===== src/rtl/can_smp_pkg.sv =====
package can_smp_pkg;
   typedef enum logic {
      SMP_IDLE  = 1'b0,
      SMP_FRAME = 1'b1
   } smp_state_e;
endpackage


===== src/rtl/can_smp_sync.sv =====
// Multi-flop synchronizer for the asynchronous receive wire.
module can_smp_sync #(
   parameter int   STAGES  = 2,
   parameter logic RST_VAL = 1'b1
) (
   input  logic clk,
   input  logic rst_n,
   input  logic d,
   output logic q
);
   generate
      if (STAGES < 2) begin : g_bad_stages
         $error("can_smp_sync: STAGES must be at least 2");
      end
   endgenerate

   logic [STAGES-1:0] chain;

   always_ff @(posedge clk) begin
      if (!rst_n) chain <= {STAGES{RST_VAL}};
      else        chain <= {chain[STAGES-2:0], d};
   end

   assign q = chain[STAGES-1];
endmodule


===== src/rtl/can_smp_edge.sv =====
// Remembers the line level at the previous tick and flags a recessive-to-dominant change.
module can_smp_edge (
   input  logic clk,
   input  logic rst_n,
   input  logic tick,
   input  logic line,
   output logic fall
);
   logic prev_q;

   always_ff @(posedge clk) begin
      if (!rst_n)    prev_q <= 1'b1;
      else if (tick) prev_q <= line;
   end

   assign fall = tick & prev_q & ~line;
endmodule


===== src/rtl/can_smp_timer.sv =====
// Countdown to the next sample tick; reloads from the anchor or from the last sample.
module can_smp_timer #(
   parameter int CNT_W = 8
) (
   input  logic             clk,
   input  logic             rst_n,
   input  logic             tick,
   input  logic             active,
   input  logic             anchor,
   input  logic [CNT_W-1:0] period,
   input  logic [CNT_W-1:0] offset,
   output logic             hit
);
   localparam logic [CNT_W-1:0] ONE = {{(CNT_W-1){1'b0}}, 1'b1};

   logic [CNT_W-1:0] remain;

   assign hit = active & tick & (remain == '0);

   always_ff @(posedge clk) begin
      if (!rst_n) begin
         remain <= '0;
      end else if (tick) begin
         if (anchor)             remain <= offset - ONE;
         else if (hit)           remain <= period - ONE;
         else if (remain != '0)  remain <= remain - ONE;
      end
   end

   // the countdown never reaches the programmed period
   assert_remain_bound_R3: assert property (@(posedge clk) disable iff (!rst_n)
      remain < period);
endmodule


===== src/rtl/can_bit_sampler.sv =====
module can_bit_sampler
   import can_smp_pkg::*;
#(
   parameter int CNT_W       = 8,
   parameter int IDX_W       = 10,
   parameter int SYNC_STAGES = 2
) (
   input  logic             clk,
   input  logic             rst_n,
   input  logic             tick_en,
   input  logic             rx_in,
   input  logic [CNT_W-1:0] cfg_period,
   input  logic [CNT_W-1:0] cfg_offset,
   input  logic             frame_done,
   output logic             bit_val,
   output logic             bit_stb,
   output logic [IDX_W-1:0] bit_num,
   output logic             frame_active
);
   localparam logic [CNT_W-1:0] MIN_PERIOD = CNT_W'(4);
   localparam logic [IDX_W-1:0] IDX_ONE    = {{(IDX_W-1){1'b0}}, 1'b1};

   generate
      if (CNT_W < 3) begin : g_bad_cnt
         $error("can_bit_sampler: CNT_W must hold a period of 4");
      end
      if (IDX_W < 1) begin : g_bad_idx
         $error("can_bit_sampler: IDX_W must be positive");
      end
   endgenerate

   smp_state_e       state;
   logic [CNT_W-1:0] per_q, off_q;
   logic [IDX_W-1:0] idx_q;
   logic             line, fall, hit, anchor, in_frame;

   can_smp_sync #(.STAGES(SYNC_STAGES), .RST_VAL(1'b1)) u_sync (
      .clk(clk), .rst_n(rst_n), .d(rx_in), .q(line));

   can_smp_edge u_edge (
      .clk(clk), .rst_n(rst_n), .tick(tick_en), .line(line), .fall(fall));

   assign in_frame = (state == SMP_FRAME);

   // hard sync in idle, edge resync in a frame unless the edge sits on a sample tick
   assign anchor = tick_en & ~frame_done &
                   (in_frame ? (fall & ~hit) : ~line);

   can_smp_timer #(.CNT_W(CNT_W)) u_timer (
      .clk(clk), .rst_n(rst_n), .tick(tick_en), .active(in_frame),
      .anchor(anchor), .period(per_q), .offset(off_q), .hit(hit));

   // configuration is captured only while reset is held
   always_ff @(posedge clk) begin
      if (!rst_n) begin
         per_q <= cfg_period;
         off_q <= cfg_offset;
      end
   end

   always_ff @(posedge clk) begin
      if (!rst_n) begin
         state   <= SMP_IDLE;
         idx_q   <= '0;
         bit_stb <= 1'b0;
         bit_val <= 1'b1;
         bit_num <= '0;
      end else begin
         bit_stb <= 1'b0;
         if (frame_done) begin
            state <= SMP_IDLE;
         end else if (tick_en) begin
            if (!in_frame) begin
               if (!line) begin
                  state <= SMP_FRAME;
                  idx_q <= '0;
               end
            end else if (hit) begin
               bit_stb <= 1'b1;
               bit_val <= line;
               bit_num <= idx_q;
               idx_q   <= idx_q + IDX_ONE;
            end
         end
      end
   end

   assign frame_active = in_frame;

   always @(posedge clk) begin
      if (rst_n) begin
         assert_cfg_range_R11: assert (per_q >= MIN_PERIOD && off_q != '0 && off_q < per_q)
            else $error("sampler configuration out of range");
      end
   end

   assert_stb_in_frame_R2: assert property (@(posedge clk) disable iff (!rst_n)
      bit_stb |-> frame_active);

   assert_done_idle_R8: assert property (@(posedge clk) disable iff (!rst_n)
      frame_done |=> (!frame_active && !bit_stb));

   assert_no_tick_hold_R10: assert property (@(posedge clk) disable iff (!rst_n)
      (!tick_en && !frame_done) |=> (!bit_stb && $stable(bit_num) && $stable(frame_active)));

   assert_cfg_kept_R11: assert property (@(posedge clk) disable iff (!rst_n)
      $past(rst_n) |-> ($stable(per_q) && $stable(off_q)));
endmodule


===== config.mk =====
export PLATFORM = sky130hd
export DESIGN_NAME = can_bit_sampler
export DESIGN_NICKNAME = d
export VERILOG_FILES = /design/src/rtl/can_smp_pkg.sv /design/src/rtl/can_smp_sync.sv /design/src/rtl/can_smp_edge.sv /design/src/rtl/can_smp_timer.sv /design/src/rtl/can_bit_sampler.sv
export SDC_FILE = /design/constraint.sdc
export NUM_CORES = 1
export LEC_CHECK = 0
export BUFFER_PORTS_ARGS = -buffer_cell sky130_fd_sc_hd__buf_2
export CAP_MARGIN = 20
export CORE_ASPECT_RATIO = 0.6
export CORE_MARGIN = 8
export CORE_UTILIZATION = 55
export DETAILED_ROUTE_END_ITERATION = 10
export PLACE_DENSITY = 0.74
export SLEW_MARGIN = 25
export SYNTH_ARGS = -nofsm -noshare
export SYNTH_HDL_FRONTEND = slang
export SYNTH_SLANG_ARGS = --single-unit

===== constraint.sdc =====
create_clock -name clk -period 8.05 [get_ports clk]
set_clock_uncertainty 0.05 [all_clocks]
set_input_delay 0.4025 -clock clk [delete_from_list [all_inputs] [get_ports clk]]
set_output_delay 0.4025 -clock clk [all_outputs]
set_load 0.005 [all_outputs]

==> impl_metrics.yaml, run 1 <==
yosys:
  async_reset_ff_share_pct: 0
  synthesis.area_per_instance_um2: 9.63
  synth_enable_flop_cells: 16
  ys_warn_count: 0
  synth.cell_area_um2: 2240
  parity_gate_share_of_the_synthesized_area_counting_xor_and_xnor_cells_pct: 5.08
  synth.distinct_cells: 47
  synth.top_cell.area_share_pct: 30.3
  yosys.area_share.adder_pct: 1.12
  portion_of_netlist_area_occupied_by_mux_cells_pct: 1.34
  synth_top_family_by_area: "simple AND/OR/NAND/NOR gates"
  netlist.top_cell.by_area: "sky130_fd_sc_hd__dfxtp_1"
  synth.area.top_cells: "sky130_fd_sc_hd__dfxtp_1 30%, sky130_fd_sc_hd__edfxtp_1 21%, sky130_fd_sc_hd__nand2_1 5.9%"
  ys_ff_latch: 50
  syn_inst: 233
  synth_compound_area_share_pct: 14.4
  postSynthNetCount: 256
  synth_ff_type: "sky130_fd_sc_hd__dfxtp_1"
  synth.yosys.seq_area_share_pct: 51.8
  synthSimpleGateAreaFrac_pct: 24.1
sta:
  hold_slack_ps: 233
  timing.final.hold_violations: 0
  rsz0062_at_grt: "no"
  relSlewSlack_pct: 48.3
  layout_min_cycle_time_ps: 3180
  timing_worst_slew_pin_value_ps: 773
  final_max_slew_viol_count: 0
  max_clock_freq_ghz: 0.314
  tns_ps: 0
  finalCritPeriodShare_pct: 39.5
  final-setup-viol-count: 0
setup_path:
  r2r_cells: 8
  crit_required_ps: 8210
  worstSetupStartpointType: "flip-flop"
  end_of_the_worst_register_to_register_path: "u_timer.remain[6]$_SDFFE_PN0P_"
  crit_start: "u_timer.remain[0]$_SDFFE_PN0P_"
  r2r-start: "u_timer.remain[0]$_SDFFE_PN0P_"
  worstPathMaxFanout: 12
  path_class: "flip-flop to flip-flop"
  critical_path.endpoint_type: "flip-flop"
  ff2ff_setup_slack_ps: 4870
  critical_path_arrival_ps: 3340
clock_network:
  clock_path_buffers: 2
  numCtsBuffers: 5
  clock_sink_count: 50
  number_of_post_cts_setup_repair_buffers: 0
  clkTransAtPathRegs_ps: 80
  cts_hold_buffers_added: 0
  ctsHtreeMaxLevel: 2
  tritoncts: "yes"
  cts.root.buffer_cell: "sky130_fd_sc_hd__clkbuf_8"
  clk-insertion-delay-late_ps: 290
  postCtsResizedCells: 0
drt:
  drtAntennaViolNets: 0
  detail_route.vias_per_cell: 5.72
  overall_via_count_from_detail_route: 1809
  wl_final_mm: 5.00
  first_iter_violations: 235
  routed_wire_length_per_instance_um: 15.8
  post-route-drc-count: 0
  drt_pass1_iterations: 4
global_route:
  grt_start_max_net_pins: 34
  gr-usage-all-layers_pct: 15.9
  grt_pass1_wl_mm: 8.16
  grt_antenna_before_repair: 0
  remaining_overflow_grt: 0
  grt_pass1_vias: 1604
floorplanning:
  coreArea_um2: 4010
  floorplan.die.width_um: 98.5
  floorplan.initialDensity_pct: 56.0
  die_height_um: 65.5
  core.rowCount: 18
  die_area_um2: 6450
  ios: 34
pwr:
  max-vdd-ir-drop_uv: 156
  power.static_leakage_nw: 0.979
  power.total_w: 0.000688
  power-per-cell-area_nw_per_um2: 271
layout:
  antenna-diode-count: 0
  area_growth_pct: 13.0
  final_core_util_pct: 63.2
  layout.filler_cells: 350
  final_net_count: 288
  drive_gt1_share_pct: 21.1
  stdcell_count: 316
worst_hold_path:
  hold_depth: 1
  hp-start: "cfg_period[3]"
  timing.hold.worst_endpoint: "per_q[3]$_DFFE_PN_"
  min_path_type: "input pin to flip-flop"
place:
  placed_cells_incl_taps: 308
  port_buffers: 33
  dp_hpwl_mm: 3.71
  gp_routability_congestion: 0.956
flow_run:
  reported_max_cap_violation_count: 0
status:
  run_status: "complete, no violations"
## routing by layer
| metal | up-vias | track usage, % | share of wire [%] |
|---|---|---|---|
| met5 | - | 0 | 0 |
| met4 | 0 | 4.17 | 0.76 |
| met3 | 4 | 5.48 | 11 |
| met2 | 84 | 20.0 | 37 |
| met1 | 816 | 24.3 | 51 |
| li1 | 905 | - | - |
## report_power, final
group | switching [W] | internal, W
registers | 0.0000309 | 0.000287
logic | 0.000123 | 0.000101
clock network | 0.0000737 | 0.0000727
total | 0.000228 | 0.000460
## sequential cells by signal, summed over array words and instances (netlist names)
signal / flops
bit_val: 1
bit_stb: 1
per_q: 8
off_q: 8
u_sync.chain: 2
u_timer.remain: 8
frame_active: 1
u_edge.prev_q: 1
bit_num: 10
idx_q: 10
## area by class of cell
cell class	instances	area [um^2]	share of cell area, %
flip-flops and latches	50	1160	45.8
multi-input cells	170	1030	40.7
repair buffers	33	165	6.52
clock buffers	7	90.1	3.55
well taps	50	62.6	2.47
inverters	5	18.8	0.740
clock inverters	1	5.00	0.197
## metrics by stage
step                worst slack [ps]  area, um^2
finish                          4870        2530
global route                    4700        2530
CTS                             4950        2530
detailed placement              4990        2440
global placement                5180        2440
floorplan                       5500        2240
## worst max-delay path by stage
stage	cells past startpoint	endpoint	slack (ps)
global route	9	u_timer.remain[6]$_SDFFE_PN0P_	4700
CTS	8	u_timer.remain[6]$_SDFFE_PN0P_	4950
detailed placement	8	u_timer.remain[6]$_SDFFE_PN0P_	4990
floorplan	10	u_timer.remain[6]$_SDFFE_PN0P_	5500
finish	8	u_timer.remain[6]$_SDFFE_PN0P_	4870
global placement	8	u_timer.remain[6]$_SDFFE_PN0P_	5180
## cells in the final DEF (no fill, tap or decap), types with 4 or more instances in the layout
cell and instances:
sky130_fd_sc_hd__dfxtp_1 34, sky130_fd_sc_hd__o21ai_0 8, sky130_fd_sc_hd__nor2_1 23, sky130_fd_sc_hd__clkbuf_8 6
sky130_fd_sc_hd__inv_1 4, sky130_fd_sc_hd__nand2_1 35, sky130_fd_sc_hd__xor2_1 10, sky130_fd_sc_hd__buf_2 33
sky130_fd_sc_hd__a21oi_1 11, sky130_fd_sc_hd__nand4_1 5, sky130_fd_sc_hd__edfxtp_1 16, sky130_fd_sc_hd__nand3_1 11
sky130_fd_sc_hd__o22ai_1 5, sky130_fd_sc_hd__nor4_1 4
## critical path, cell delays in order (launching register included)
cell	delay (ps)
sky130_fd_sc_hd__dfxtp_1	380
sky130_fd_sc_hd__nor4_1	700
sky130_fd_sc_hd__nand3_1	570
sky130_fd_sc_hd__a31oi_1	330
sky130_fd_sc_hd__ha_1	260
sky130_fd_sc_hd__inv_1	50
sky130_fd_sc_hd__or3_1	380
sky130_fd_sc_hd__xor2_1	160
sky130_fd_sc_hd__a211oi_2	230
## Yosys cell counts (3+ instances only)
library cell and count:
sky130_fd_sc_hd__a31oi_1 3, sky130_fd_sc_hd__nand2b_1 3, sky130_fd_sc_hd__nor2_1 23, sky130_fd_sc_hd__nand3_1 11, sky130_fd_sc_hd__xor2_1 10, sky130_fd_sc_hd__a22oi_1 3, sky130_fd_sc_hd__o21ai_0 8, sky130_fd_sc_hd__nor3_1 3
sky130_fd_sc_hd__nor4_1 4, sky130_fd_sc_hd__nor2b_1 3, sky130_fd_sc_hd__o211ai_1 3, sky130_fd_sc_hd__o22ai_1 5, sky130_fd_sc_hd__or3_1 3, sky130_fd_sc_hd__dfxtp_1 34, sky130_fd_sc_hd__clkbuf_1 7, sky130_fd_sc_hd__edfxtp_1 16
sky130_fd_sc_hd__nand4_1 5, sky130_fd_sc_hd__inv_1 4, sky130_fd_sc_hd__and3_1 3, sky130_fd_sc_hd__mux2i_1 3, sky130_fd_sc_hd__xnor2_1 3, sky130_fd_sc_hd__nand2_1 35, sky130_fd_sc_hd__a21oi_1 11
## logic make-up after synthesis
group,count (synthesis)
simple gates,105
fa+ha+maj,2
compound gates,47
mux,3
buf+inv,13
flops,50
xor+xnor,13
Note: power is estimated with default switching activity, not from simulation.
==> run 2: changes to the inputs <==
- ABC_AREA: unset -> 1
- clock period: 8.05 -> 3.2 ns (I/O delays scaled with it)
==> run 2 against run 1 <==
Critical path depth is 5 higher. Final area is 8.4% higher. Largest cell class unchanged. Synthesized cell count increased by 21%. Flip-flop and latch count did not move. Clock power increased by 140%. Routed wire length up 7.2%. Final cell count rose by 22%. Sequential share of layout area down 3.5 points. Area after synthesis rose by 2.0%. Clock-buffer cell count shrank 1. Total power increased by 100%. Worst hold slack worse by 210 ps. Critical endpoint is now u_timer.remain[4]$_SDFFE_PN0P_.
==> impl_metrics.yaml, run 2 <==
status:
  run_status: "complete, no violations"
setup_path:
  critical_path.cell_chain: "nor2_1 -> nand2_1 -> nor2_8 -> nand2_4 -> nor2_1 -> nor2_1 -> o21ai_2 -> inv_2 -> ha_1 -> nand3_1 -> nand2_1 -> o21ai_0 -> inv_1"
  critPathBufInv: 2
  critPathSlowestCell: "sky130_fd_sc_hd__dfxtp_1"
  path_class: "flip-flop to flip-flop"
  crit_required_ps: 3350
  path_delay_family: "simple AND/OR/NAND/NOR gates"
  slowest_delay_ps: 330
  critical_path.endpoint_type: "flip-flop"
  worstPathMaxFanout: 10
  critical_path_arrival_ps: 2260
  crit_path_frequent_cell: "sky130_fd_sc_hd__nor2_1"
  worstSetupStartpointType: "flip-flop"
pwr:
  power.static_leakage_nw: 1.27
  power-per-cell-area_nw_per_um2: 501
  max-vdd-ir-drop_uv: 330
yosys:
  synthesis.area_per_instance_um2: 8.14
  ys_warn_count: 0
  synth.area.top_cells: "sky130_fd_sc_hd__dfxtp_1 30%, sky130_fd_sc_hd__edfxtp_1 21%, sky130_fd_sc_hd__inv_1 6.6%"
  synth.yosys.seq_area_share_pct: 50.8
  synth.distinct_cells: 33
  synth.most_common_cell: "sky130_fd_sc_hd__inv_1"
  async_reset_ff_share_pct: 0
  synth_ff_type: "sky130_fd_sc_hd__dfxtp_1"
  netlist.top_cell.by_area: "sky130_fd_sc_hd__dfxtp_1"
  synth_enable_flop_cells: 16
  synth.top_cell.area_share_pct: 29.8
  synth_common_cells: "40 x sky130_fd_sc_hd__inv_1, 37 x sky130_fd_sc_hd__nand2_1, 35 x sky130_fd_sc_hd__nor2_1"
  syn_inst: 281
  ys_ff_latch: 50
  postSynthNetCount: 304
  synth.cell_area_um2: 2290
global_route:
  grt_pass1_wl_mm: 8.63
  remaining_overflow_grt: 0
  grt_start_max_net_pins: 29
  grt_pass1_vias: 1709
  grt_antenna_before_repair: 0
  gr-usage-all-layers_pct: 16.8
floorplanning:
  coreArea_um2: 4050
  core.rowCount: 18
  floorplan.die.width_um: 99.3
  ios: 34
  floorplan.initialDensity_pct: 56.4
  die_height_um: 66.0
  die_area_um2: 6550
drt:
  routed_wire_length_per_instance_um: 13.9
  drt_pass1_iterations: 4
  first_iter_violations: 194
  drtAntennaViolNets: 0
  detail_route.vias_per_cell: 5.15
  overall_via_count_from_detail_route: 1982
  post-route-drc-count: 0
  wl_final_mm: 5.36
layout:
  most_common_cell_after_layout_fill_and_taps_aside: "sky130_fd_sc_hd__inv_1"
  layout.filler_cells: 330
  largest_registers: "bit_num: 10 flops, idx_q: 10 flops"
  final_net_count: 357
  area_growth_pct: 20.1
  most-common-layout-cells: "40 x sky130_fd_sc_hd__inv_1, 37 x sky130_fd_sc_hd__nand2_1, 35 x sky130_fd_sc_hd__nor2_1"
  antenna-diode-count: 0
  drive_gt1_share_pct: 18.5
clock_network:
  tritoncts: "yes"
  postCtsResizedCells: 0
  clock_sink_count: 50
  numCtsBuffers: 5
  ctsHtreeMaxLevel: 2
  number_of_post_cts_setup_repair_buffers: 0
  clkTransAtPathRegs_ps: 90
  clock_path_buffers: 2
  clk-insertion-delay-late_ps: 290
  cts.root.buffer_cell: "sky130_fd_sc_hd__clkbuf_8"
sta:
  final-setup-viol-count: 0
  rsz0062_at_grt: "no"
  hold_slack_ps: 20.1
  tns_ps: 0
  worst_slack_ps: 1090
  layout_min_cycle_time_ps: 2110
  timing.final.hold_violations: 0
  relSlewSlack_pct: 34.2
  finalCritPeriodShare_pct: 65.9
  final_max_slew_viol_count: 0
  max_clock_freq_ghz: 0.474
  timing_worst_slew_pin_value_ps: 986
flow_run:
  reported_max_cap_violation_count: 0
place:
  gp_routability_congestion: 0.907
  post-place-ws_ps: 1150
  port_buffers: 33
  dp_hpwl_mm: 3.89
worst_hold_path:
  min_path_type: "input pin to flip-flop"
-- run 2: stage by stage --
stage | power (W) | cell area, um^2 | utilization (%) | std cells
2_1_floorplan | 0.000949 | 2290 | - | 281
3_3_place_gp | 0.00101 | 2490 | 61.5 | 360
3_5_place_dp | 0.00101 | 2490 | 61.5 | 360
4_1_cts | 0.00138 | 2750 | 67.8 | 385
5_1_grt | 0.00145 | 2750 | 67.8 | 385
6_report | 0.00138 | 2750 | 67.8 | 385
-- run 2: cell families (layout without fill, tap and decap cells) --
group	Yosys count	in the layout	synth area share, %
XOR/XNOR	3	3	1.15
flip-flops	50	50	50.8
adder cells (fa/ha/maj)	2	2	1.09
AND/OR/NAND/NOR	124	124	26.1
AO/OA/AOI/OAI	54	54	12.7
buffers and inverters	48	102	8.10
-- run 2: layer usage --
layer / vias up / part of all wire [%] / track usage, %
met2: 76 / 36 / 20.8
met3: 4 / 8.8 / 5.88
li1: 1022 / - / -
met1: 880 / 54 / 26.1
met4: 0 / 0.63 / 3.37
met5: - / 0 / 0
-- run 2: power breakdown --
part | leakage [nW] | internal [W] | switching (W)
sequential | 0.433 | 0.000695 | 0.0000247
clock | 0.0450 | 0.000152 | 0.000198
combinational | 0.796 | 0.000114 | 0.000191
-- run 2: final timing paths --
kind | cells past startpoint | endpoint | slack [ps] | start
max reg2reg | 13 | u_timer.remain[4]$_SDFFE_PN0P_ | 1090 | u_timer.remain[4]$_SDFFE_PN0P_
max | 13 | u_timer.remain[4]$_SDFFE_PN0P_ | 1090 | u_timer.remain[4]$_SDFFE_PN0P_
min | 2 | frame_active$_SDFFE_PP0P_ | 20 | frame_done
min reg2reg | 1 | u_sync.chain[1]$_SDFF_PN1_ | 370 | u_sync.chain[0]$_SDFF_PN1_
-- run 2: worst register-to-register path: cells and delay by family, from the launching register on --
| family | cells | cell delay, ps |
|---|---|---|
| AO/OA/AOI/OAI | 2 | 270 |
| adder cells (fa/ha/maj) | 1 | 250 |
| buffers and inverters | 2 | 130 |
| flip-flops | 1 | 330 |
| AND/OR/NAND/NOR | 8 | 980 |
-- run 2: layout make-up --
cell class,count,area [um^2],share of cell area (%)
sequential,50,1160,42.3
multi-input combinational,183,941,34.2
timing repair buffer,50,335,12.2
inverter,44,165,6.01
clock buffer,6,72.6,2.64
tap,50,62.6,2.28
clock inverter,2,10.0,0.364
-- run 2: repair_timing --
item | CTS | global route
hold buffers | 17 | 0
endpoints found under the hold margin | 17 | 0
setup endpoints to repair | 0 | 0
